<file path="src/rtl/tipp_pkg.sv">
package tipp_pkg;
   localparam int PRIO_REG_W = 8;
   localparam logic [PRIO_REG_W-1:0] PRIO_NONE = 8'hFF;
   localparam int EX_BIT = 7;

   typedef enum logic [2:0] {
      RIX_NSR  = 3'd0,
      RIX_CPPR = 3'd1,
      RIX_IPB  = 3'd2,
      RIX_PIPR = 3'd3,
      RIX_ACK  = 3'd4
   } reg_ix_e;
endpackage

</file>
<file path="src/rtl/tipp_prio_enc.sv">
module tipp_prio_enc
   import tipp_pkg::*;
#(
   parameter int NUM_PRIO = 8,
   parameter bit SPLIT    = 1'b1
) (
   input  logic [NUM_PRIO-1:0]   pend,
   output logic [PRIO_REG_W-1:0] best
);
   localparam int HALF = NUM_PRIO / 2;

   if (NUM_PRIO < 2 || NUM_PRIO > 255) begin : g_bad_n
      $error("tipp_prio_enc: NUM_PRIO out of range");
   end

   if (SPLIT && (NUM_PRIO % 2 == 0)) begin : g_split
      logic [PRIO_REG_W-1:0] lo_ix, hi_ix;
      logic                  lo_any, hi_any;
      always_comb begin
         lo_ix  = '0;
         lo_any = 1'b0;
         for (int i = HALF - 1; i >= 0; i--) begin
            if (pend[i]) begin
               lo_ix  = PRIO_REG_W'(i);
               lo_any = 1'b1;
            end
         end
         hi_ix  = '0;
         hi_any = 1'b0;
         for (int i = NUM_PRIO - 1; i >= HALF; i--) begin
            if (pend[i]) begin
               hi_ix  = PRIO_REG_W'(i);
               hi_any = 1'b1;
            end
         end
         if (lo_any)      best = lo_ix;
         else if (hi_any) best = hi_ix;
         else             best = PRIO_NONE;
      end
   end else begin : g_linear
      always_comb begin
         best = PRIO_NONE;
         for (int i = NUM_PRIO - 1; i >= 0; i--) begin
            if (pend[i]) best = PRIO_REG_W'(i);
         end
      end
   end
endmodule

</file>
<file path="src/rtl/tipp_ring_ctx.sv">
module tipp_ring_ctx
   import tipp_pkg::*;
#(
   parameter int NUM_PRIO  = 8,
   parameter bit ENC_SPLIT = 1'b1,
   localparam int PW = $clog2(NUM_PRIO)
) (
   input  logic                  clk,
   input  logic                  rst_n,
   input  logic                  ntf_hit,
   input  logic [PW-1:0]         ntf_prio,
   input  logic                  cppr_we,
   input  logic [PRIO_REG_W-1:0] cppr_wdata,
   input  logic                  ack_req,
   output logic [NUM_PRIO-1:0]   ipb,
   output logic [PRIO_REG_W-1:0] pipr,
   output logic [PRIO_REG_W-1:0] cppr,
   output logic                  ex
);
   logic [NUM_PRIO-1:0]   set_mask, clr_mask, ipb_d;
   logic [PRIO_REG_W-1:0] cppr_d;
   logic                  ack_take;

   tipp_prio_enc #(.NUM_PRIO(NUM_PRIO), .SPLIT(ENC_SPLIT)) u_enc (
      .pend (ipb),
      .best (pipr)
   );

   assign ex       = (pipr < cppr);
   assign ack_take = ack_req && ex;

   always_comb begin
      set_mask = '0;
      clr_mask = '0;
      if (ntf_hit)  set_mask = NUM_PRIO'(1) << ntf_prio;
      if (ack_take) clr_mask = NUM_PRIO'(1) << pipr[PW-1:0];
      ipb_d = (ipb & ~clr_mask) | set_mask;
      if (ack_take)     cppr_d = pipr;
      else if (cppr_we) cppr_d = cppr_wdata;
      else              cppr_d = cppr;
   end

   always_ff @(posedge clk) begin
      if (!rst_n) begin
         ipb  <= '0;
         cppr <= PRIO_NONE;
      end else begin
         ipb  <= ipb_d;
         cppr <= cppr_d;
      end
   end

   AST_NTF_SETS_BIT: assert property (@(posedge clk) disable iff (!rst_n)
      ntf_hit |=> ipb[$past(ntf_prio)]);
   AST_PIPR_EMPTY: assert property (@(posedge clk) disable iff (!rst_n)
      (ipb == '0) |-> (pipr == PRIO_NONE));
   AST_PIPR_PENDING: assert property (@(posedge clk) disable iff (!rst_n)
      (pipr != PRIO_NONE) |-> ipb[pipr[PW-1:0]]);
   AST_EX_NEEDS_PEND: assert property (@(posedge clk) disable iff (!rst_n)
      ex |-> (ipb != '0));
   AST_CPPR_LOAD: assert property (@(posedge clk) disable iff (!rst_n)
      (cppr_we && !ack_req) |=> (cppr == $past(cppr_wdata)));
   AST_ACK_CPPR: assert property (@(posedge clk) disable iff (!rst_n)
      (ack_req && ex) |=> (cppr == $past(pipr)));
   AST_ACK_DROPS: assert property (@(posedge clk) disable iff (!rst_n)
      (ack_req && ex && !ntf_hit && !cppr_we) |=> !ex);
   AST_IDLE_ACK_NOP: assert property (@(posedge clk) disable iff (!rst_n)
      (ack_req && !ex && !ntf_hit && !cppr_we) |=> ($stable(ipb) && $stable(cppr)));
endmodule

</file>
<file path="src/rtl/tipp_top.sv">
module tipp_top
   import tipp_pkg::*;
#(
   parameter int NUM_PRIO  = 8,
   parameter int NUM_RINGS = 4,
   parameter int REG_IX_W  = 3,
   parameter int DATA_W    = 16,
   parameter bit ENC_SPLIT = 1'b1,
   localparam int PW       = $clog2(NUM_PRIO),
   localparam int RW       = $clog2(NUM_RINGS),
   localparam int ADDR_W   = 2 * RW + REG_IX_W
) (
   input  logic              clk,
   input  logic              rst_n,
   input  logic              ntf_valid,
   input  logic [RW-1:0]     ntf_ring,
   input  logic [PW-1:0]     ntf_prio,
   input  logic [ADDR_W-1:0] reg_addr,
   input  logic [7:0]        reg_wdata,
   input  logic              reg_we,
   input  logic              reg_re,
   output logic [DATA_W-1:0] reg_rdata,
   output logic [NUM_RINGS-1:0] irq
);
   localparam int SUB_LSB  = REG_IX_W;
   localparam int PAGE_LSB = REG_IX_W + RW;

   if (NUM_RINGS != 4) begin : g_bad_rings
      $error("tipp_top: the page map needs exactly four rings");
   end
   if (NUM_PRIO > 8) begin : g_bad_prio
      $error("tipp_top: NUM_PRIO must fit an 8-bit pending buffer");
   end
   if (DATA_W < 2 * PRIO_REG_W) begin : g_bad_data
      $error("tipp_top: DATA_W too narrow for acknowledge data");
   end
   if (REG_IX_W < 3) begin : g_bad_ix
      $error("tipp_top: REG_IX_W must hold index 4");
   end

   logic [RW-1:0]       page, sub, tgt;
   logic [REG_IX_W-1:0] rix;
   logic                acc_ok;

   logic [NUM_RINGS-1:0][NUM_PRIO-1:0]   ipb_all;
   logic [NUM_RINGS-1:0][PRIO_REG_W-1:0] pipr_all, cppr_all;
   logic [NUM_RINGS-1:0]                 ex_all;

   assign page   = reg_addr[PAGE_LSB +: RW];
   assign sub    = reg_addr[SUB_LSB +: RW];
   assign rix    = reg_addr[REG_IX_W-1:0];
   assign acc_ok = (page == '0) || (sub == '0);
   assign tgt    = (page == '0) ? sub : page;

   for (genvar r = 0; r < NUM_RINGS; r++) begin : g_ring
      logic hit_r, wr_r, ack_r;
      assign hit_r = ntf_valid && (ntf_ring == RW'(r));
      assign wr_r  = reg_we && acc_ok && (tgt == RW'(r)) &&
                     (rix == REG_IX_W'(RIX_CPPR));
      assign ack_r = reg_re && acc_ok && (tgt == RW'(r)) &&
                     (rix == REG_IX_W'(RIX_ACK));

      tipp_ring_ctx #(.NUM_PRIO(NUM_PRIO), .ENC_SPLIT(ENC_SPLIT)) u_ctx (
         .clk        (clk),
         .rst_n      (rst_n),
         .ntf_hit    (hit_r),
         .ntf_prio   (ntf_prio),
         .cppr_we    (wr_r),
         .cppr_wdata (reg_wdata),
         .ack_req    (ack_r),
         .ipb        (ipb_all[r]),
         .pipr       (pipr_all[r]),
         .cppr       (cppr_all[r]),
         .ex         (ex_all[r])
      );
      assign irq[r] = ex_all[r];
   end

   logic [PRIO_REG_W-1:0] nsr_sel;
   assign nsr_sel = {ex_all[tgt], 7'b0};

   always_comb begin
      reg_rdata = '0;
      if (acc_ok) begin
         case (rix)
            REG_IX_W'(RIX_NSR):  reg_rdata = DATA_W'(nsr_sel);
            REG_IX_W'(RIX_CPPR): reg_rdata = DATA_W'(cppr_all[tgt]);
            REG_IX_W'(RIX_IPB):  reg_rdata = DATA_W'(ipb_all[tgt]);
            REG_IX_W'(RIX_PIPR): reg_rdata = DATA_W'(pipr_all[tgt]);
            REG_IX_W'(RIX_ACK):  reg_rdata = DATA_W'({nsr_sel, pipr_all[tgt]});
            default:             reg_rdata = '0;
         endcase
      end
   end

   AST_BAD_WR_IGNORED: assert property (@(posedge clk) disable iff (!rst_n)
      (reg_we && !acc_ok && !reg_re) |=> $stable(cppr_all));
   AST_NO_WR_RD_MIX: assert property (@(posedge clk) disable iff (!rst_n)
      !(reg_we && reg_re));
endmodule

</file>
<file path="config.mk">
export PLATFORM = sky130hd
export DESIGN_NAME = tipp_top
export DESIGN_NICKNAME = d
export VERILOG_FILES = /design/src/rtl/tipp_pkg.sv /design/src/rtl/tipp_prio_enc.sv /design/src/rtl/tipp_ring_ctx.sv /design/src/rtl/tipp_top.sv
export SDC_FILE = /design/constraint.sdc
export NUM_CORES = 1
export LEC_CHECK = 0
export BUFFER_PORTS_ARGS = -buffer_cell sky130_fd_sc_hd__clkbuf_2
export CAP_MARGIN = 10
export CORE_MARGIN = 5
export CORE_UTILIZATION = 50
export DETAILED_ROUTE_END_ITERATION = 16
export PLACE_DENSITY = 0.72
export SYNTH_ARGS = -nofsm -noshare
export SYNTH_HDL_FRONTEND = slang
export SYNTH_SLANG_ARGS = --single-unit
</file>
<file path="constraint.sdc">
create_clock -name clk -period 8.8 [get_ports clk]
set_input_delay 1.76 -clock clk [delete_from_list [all_inputs] [get_ports clk]]
set_output_delay 1.76 -clock clk [all_outputs]
set_load 0.01 [all_outputs]
</file>
# After elaboration in Yosys (flattened, before gate mapping)
# Index checks and enable logic that the tools add are counted.
op_classes:
  magnitude_cmp: 5
  bitwise_logic: 12
  mux: 99
  shift: 5
  eq_ne: 10
  div: 0
  mul: 0
  addsub: 0
  reduce_logical: 36
op_table:
  columns: ["cell", "count"]
  rows:
  - ["8-bit 2-to-1 mux", 51]
  - ["16-bit case mux with 5 select lines", 1]
  - ["8-bit binary-select mux with 2-bit select", 3]
  - ["1-bit by 3-bit << shifter with 8-bit output, first input constant", 5]
  - ["1-bit 2-to-1 mux", 33]
  - ["8-bit bitwise AND", 4]
  - ["8-bit < comparator", 4]
  - ["8-bit inverter", 4]
  - ["8-bit OR", 4]
  - ["1-bit logical AND", 26]
  - ["16-bit 2-to-1 mux", 1]
  - ["3-bit 2-to-1 mux", 4]
  - ["2-bit 2-to-1 mux", 5]
  - ["2-bit equality test, second input constant", 4]
  - ["2-bit zero test", 4]
  - ["2-bit nonzero test", 4]
  - ["3-bit by 2-bit equality test with 1-bit output, second input constant", 2]
  - ["2-bit by 1-bit equality test with 1-bit output, second input constant", 2]
  - ["3-bit by 1-bit equality test with 1-bit output, second input constant", 1]
  - ["3-bit equality test, second input constant", 1]
  - ["3-bit zero test", 1]
  - ["2-bit by 3-bit < comparator with 1-bit output, second input constant", 1]
  - ["1-bit binary-select mux with 2-bit select", 1]
  - ["1-bit logical OR", 1]
word_totals:
  mem_bits_rw: 0
  ff_bits: 64
  out_inout_bits: 20
  romBits: 0
  mem_count: 0
  wordCells: 175
  latchBits: 0
  in_bits: 25

# Longest topological paths before layout
logic_depth:
  word_depth: 12
  mapped_depth: 12
  ltp_nobuf: 11

# Cells and area by module
# Synthesis repeated with hierarchy kept, for this count alone.
hier_totals:
  cells_unflattened: 768
  hier_area_um2: 5783.0
modules_own_cells:
  columns: ["module", "n_inst", "area_each_um2", "cells_per_inst", "seq_area_each_um2"]
  rows:
  - ["tipp_ring_ctx", 4, 1017.2, 125, 320.3]
  - ["tipp_top", 1, 1343.8, 208, 0.0]
  - ["tipp_prio_enc", 4, 92.6, 15, 0.0]

# Worst setup path before layout
# No wires, ideal clock.
synth_path:
  kind: "in2out"
  start: "input port reg_addr[6]"
  end: "output port reg_rdata[0]"
  setup_slack_ps: 3924
  required_time_ps: 7040
  arrival_time_ps: 3116
  cell_stages: 7
  n_path_buf: 3
  path_cell_list: "buf_2 o21ba_2 clkbuf_1 clkbuf_1 a222oi_1 a21oi_1 a21oi_1"
synth_between:
  elab_chain_cells: 6
  word_cells_on_any_way: 11
  classes_between: "9 x mux; 2 x reduce/logical"
synth_rtl:
  columns: ["item", "line", "source"]
  rows:
  - ["start, declared", "tipp_top.sv:18", "input logic [ADDR_W-1:0] reg_addr,"]
  - ["2-bit zero test", "tipp_top.sv:52, tipp_top.sv:53", null]
  - ["2-bit 2-to-1 mux", "tipp_top.sv:53", "assign tgt = (page == '0) ? sub : page;"]
  - ["8-bit binary-select mux with 2-bit select, on equally long branches", null, null]
  - ["8-bit 2-to-1 mux, on equally long branches", null, null]
  - ["16-bit case mux with 5 select lines", "tipp_top.sv:85", "case (rix)"]
  - ["16-bit 2-to-1 mux *", "tipp_top.sv:84", "if (acc_ok) begin"]
  - ["end, declared", "tipp_top.sv:22", "output logic [DATA_W-1:0] reg_rdata,"]
# Every way passes the cells marked *; elsewhere a longest branch is shown, timed or not. The select of a mux whose other input is x is not followed.

# Worst setup path in the final report
layout_path:
  start: "input port reg_addr[4]"
  end: "output port reg_rdata[7]"
layout_between:
  elab_chain_cells: 5
  word_cells_on_any_way: 13
  classes_between: "11 x mux; 2 x reduce/logical"
layout_rtl:
  columns: ["item", "line"]
  rows:
  - ["2-bit 2-to-1 mux", "tipp_top.sv:53"]
  - ["8-bit binary-select mux with 2-bit select, or another cell as far along", "tipp_top.sv:89, tipp_top.sv:90"]
  - ["8-bit 2-to-1 mux (implied by the code), or another cell as far along", "tipp_top.sv:89, tipp_top.sv:90"]
  - ["16-bit case mux with 5 select lines", "tipp_top.sv:85"]
  - ["16-bit 2-to-1 mux *", "tipp_top.sv:84"]
# Marks and branches as above.

==> flow_summary.yaml <==
cts:
  htreeDepth: 3
  cts_max_path_buffers: 2
  holdBufCountCts: 0
  clk_pin_slew_ns: 0.08
  cts_resized: 0
  cts_root_buffer: "clkbuf_8"
  cts_tree: "yes"
  cts_setup_buffers: 0
  clock_latency_ns: 0.36
  cts.sinks: 64
  cts_buffers: 9
synth:
  yosys_register_bits: 64
  avgSynthCellArea_sq_um: 7.391
  synthTopCellsByCount: "nor2_1 (88), nand2_1 (67), dfxtp_1 (64)"
  postSynthCellCount: 635
  synth_seq_area_share: 0.2730
  syn_area_sq_um: 4693
  synth_cell_types: 68
  yosys_warnings: 0
  synth_top_cell_area_share: 0.2730
  synth.most_common_cell: "nor2_1"
  yosysTopAreaCell: "dfxtp_1"
  synth_edf_count: 0
  synth_area_leaders: "dfxtp_1 (27%), nor2_1 (7.0%), ha_1 (6.4%), a21oi_1 (5.7%), nand2_1 (5.4%)"
  synth_ff_type: "dfxtp_1"
  async_flop_share: 0
setup_path:
  critical_path.max_stage_delay_ns: 0.83
  cp_cell_sequence: "clkbuf_2 -> nor2b_1 -> o21bai_1 -> o22ai_1 -> nor4_4 -> o31ai_1 -> o21ai_0 -> clkbuf_2"
  setup.worst_path.end_class: "output port"
  cp-start-kind: "primary input"
  critical_path.slowest_cell: "o21bai_1"
  crit_required_ns: 7.04
  critPathBufInv: 2
  critPathMaxFanout: 13
  cp_top_family: "compound AO/OA/AOI/OAI gates"
  crit_type: "primary input to output port"
  cp.arrival_ns: 4.00
  path_common_cell: "clkbuf_2"
sta:
  fmax_mhz: 173.7
  min_period_ns: 5.756
  setup_viol: 0
  rsz0062_at_grt: "no"
  relSlewSlack: 0.1845
  fin_tns_setup_ns: 0
  period_share: 0.6540
  tightest_slew_ns: 1.215
  hold_viol: 0
  layout_setup_ws_ns: 3.044
  finalClockSkew_ns: 0.006489
  slew_viol_final: 0
floorplanning:
  fp.coreArea_sq_um: 9196
  initial_core_util: 0.5103
  die-area_sq_um: 11420
  die_w_um: 106.9
  ios: 45
  die_h_um: 106.9
  rows: 35
run_status:
  status: "finished clean"
drt:
  wl_per_cell_um: 19.40
  drtPass1Iterations: 6
  viasPerCell: 6.429
  postRouteAntennaNets: 0
  wirelength_um: 15020
  drt_iter0_drc: 430
  drc_errors: 0
  route.vias.total: 4976
cells_and_area:
  multiInputGateArea_sq_um: 3050
  drive_gt1_frac: 0.1237
  nets: 707
  antennaDiodeCount: 0
  areaGrowthSynthToFinish_pct: 9.118
  regArea_sq_um: 1281
  nFillCells: 904
  finish.utilization: 0.5569
grt:
  grt-ovfl-total: 0
  grt_max_degree: 58
  track_usage: 0.2630
  antenna_found_initial: 0
  grt_pass1_vias: 4500
  grt_pass1_wl_um: 23720
placement:
  port_buffers: 37
  place_hpwl_um: 11310
  pre_cts_ws_ns: 3.155
  gp_congestion: 1.007
power_and_ir_drop:
  vdd_drop_max_mv: 0.08215
  power-per-cell-area_nw_per_um2: 148.4
  p_leak_uw: 0.002132
run:
  max_cap_violations: 0
min_path:
  worstHoldPathType: "flop to flop"
-- layout make-up --
cell class,instances,share of cell area
multi-input combinational,493,0.5957
clock buffer,9,0.02419
clock inverter,7,0.02345
sequential,64,0.2502
timing repair buffer,43,0.04495
tap,111,0.02712
inverter,47,0.03445
-- final timing paths --
| path | from | slack (ns) | endpoint | cells past startpoint |
|---|---|---|---|---|
| max | reg_addr[4] | 3.04 | reg_rdata[7] | 8 |
| min | g_ring[2].u_ctx.cppr[2]$_SDFFE_PN1P_ | 0.51 | g_ring[2].u_ctx.cppr[2]$_SDFFE_PN1P_ | 2 |
| max reg2reg | g_ring[0].u_ctx.ipb[2]$_SDFF_PN0_ | 4.60 | g_ring[0].u_ctx.cppr[1]$_SDFFE_PN1P_ | 9 |
| min reg2reg | g_ring[2].u_ctx.cppr[2]$_SDFFE_PN1P_ | 0.51 | g_ring[2].u_ctx.cppr[2]$_SDFFE_PN1P_ | 2 |
-- cell families after synthesis --
family | synth area share
compound gates | 0.2919
fa+ha+maj | 0.06398
buf+inv | 0.08185
flops | 0.2730
mux | 0.01520
other cells | 0.0007990
simple gates | 0.2733
-- cell usage in the layout (no fill, tap or decap), types with 4 or more instances in the layout --
cell,count
nand2b_1,5
dfxtp_1,64
o21ai_1,7
a211oi_1,6
o21ai_0,34
a21oi_1,53
nand4_1,12
o31ai_1,7
buf_4,6
conb_1,7
or3_1,6
a222oi_1,12
o21a_1,11
nor2_1,88
nand2_1,67
o221ai_1,6
a221o_1,4
a31oi_1,7
nor3_1,32
nor4_1,4
o311ai_0,5
mux2i_1,6
clkbuf_2,37
ha_1,24
clkbuf_8,9
nand3b_1,7
nor2b_1,4
inv_1,47
or4_1,4
o22ai_1,9
a221oi_1,5
-- worst min-delay path, stage by stage, from the launching register on --
cell,delay [ns]
dfxtp_1,0.35
nand2_1,0.06
o21ai_0,0.06
-- where the power goes --
group | internal [uW] | switching [uW]
registers | 293 | 3.94
logic | 47.7 | 94.1
clock network | 189 | 133
-- stage by stage --
stage | power, uW | hold slack [ns] | instance area (sq um) | cells
after global placement | 438.5 | 0.4867 | 4877 | 758
after global routing | 785.5 | 0.5426 | 5121 | 774
after detailed placement | 441.7 | 0.5018 | 4877 | 758
after floorplan | 404.4 | 0.4583 | 4716 | 641
final | 760.1 | 0.5132 | 5121 | 774
after CTS | 757.2 | 0.5067 | 5121 | 774
-- sequential cells by signal, indices dropped and copies added (netlist names) --
name	cells
g_ring.u_ctx.ipb	32
g_ring.u_ctx.cppr	32
-- per-layer routing --
metal / GRT usage / share of wire / up-vias
li1: - / - / 2375
met1: 0.3697 / 0.43 / 2334
met2: 0.4150 / 0.45 / 241
met3: 0.04576 / 0.10 / 26
met4: 0.07215 / 0.016 / 0
met5: 0 / 0 / -
(Power assumes the default switching activity.)
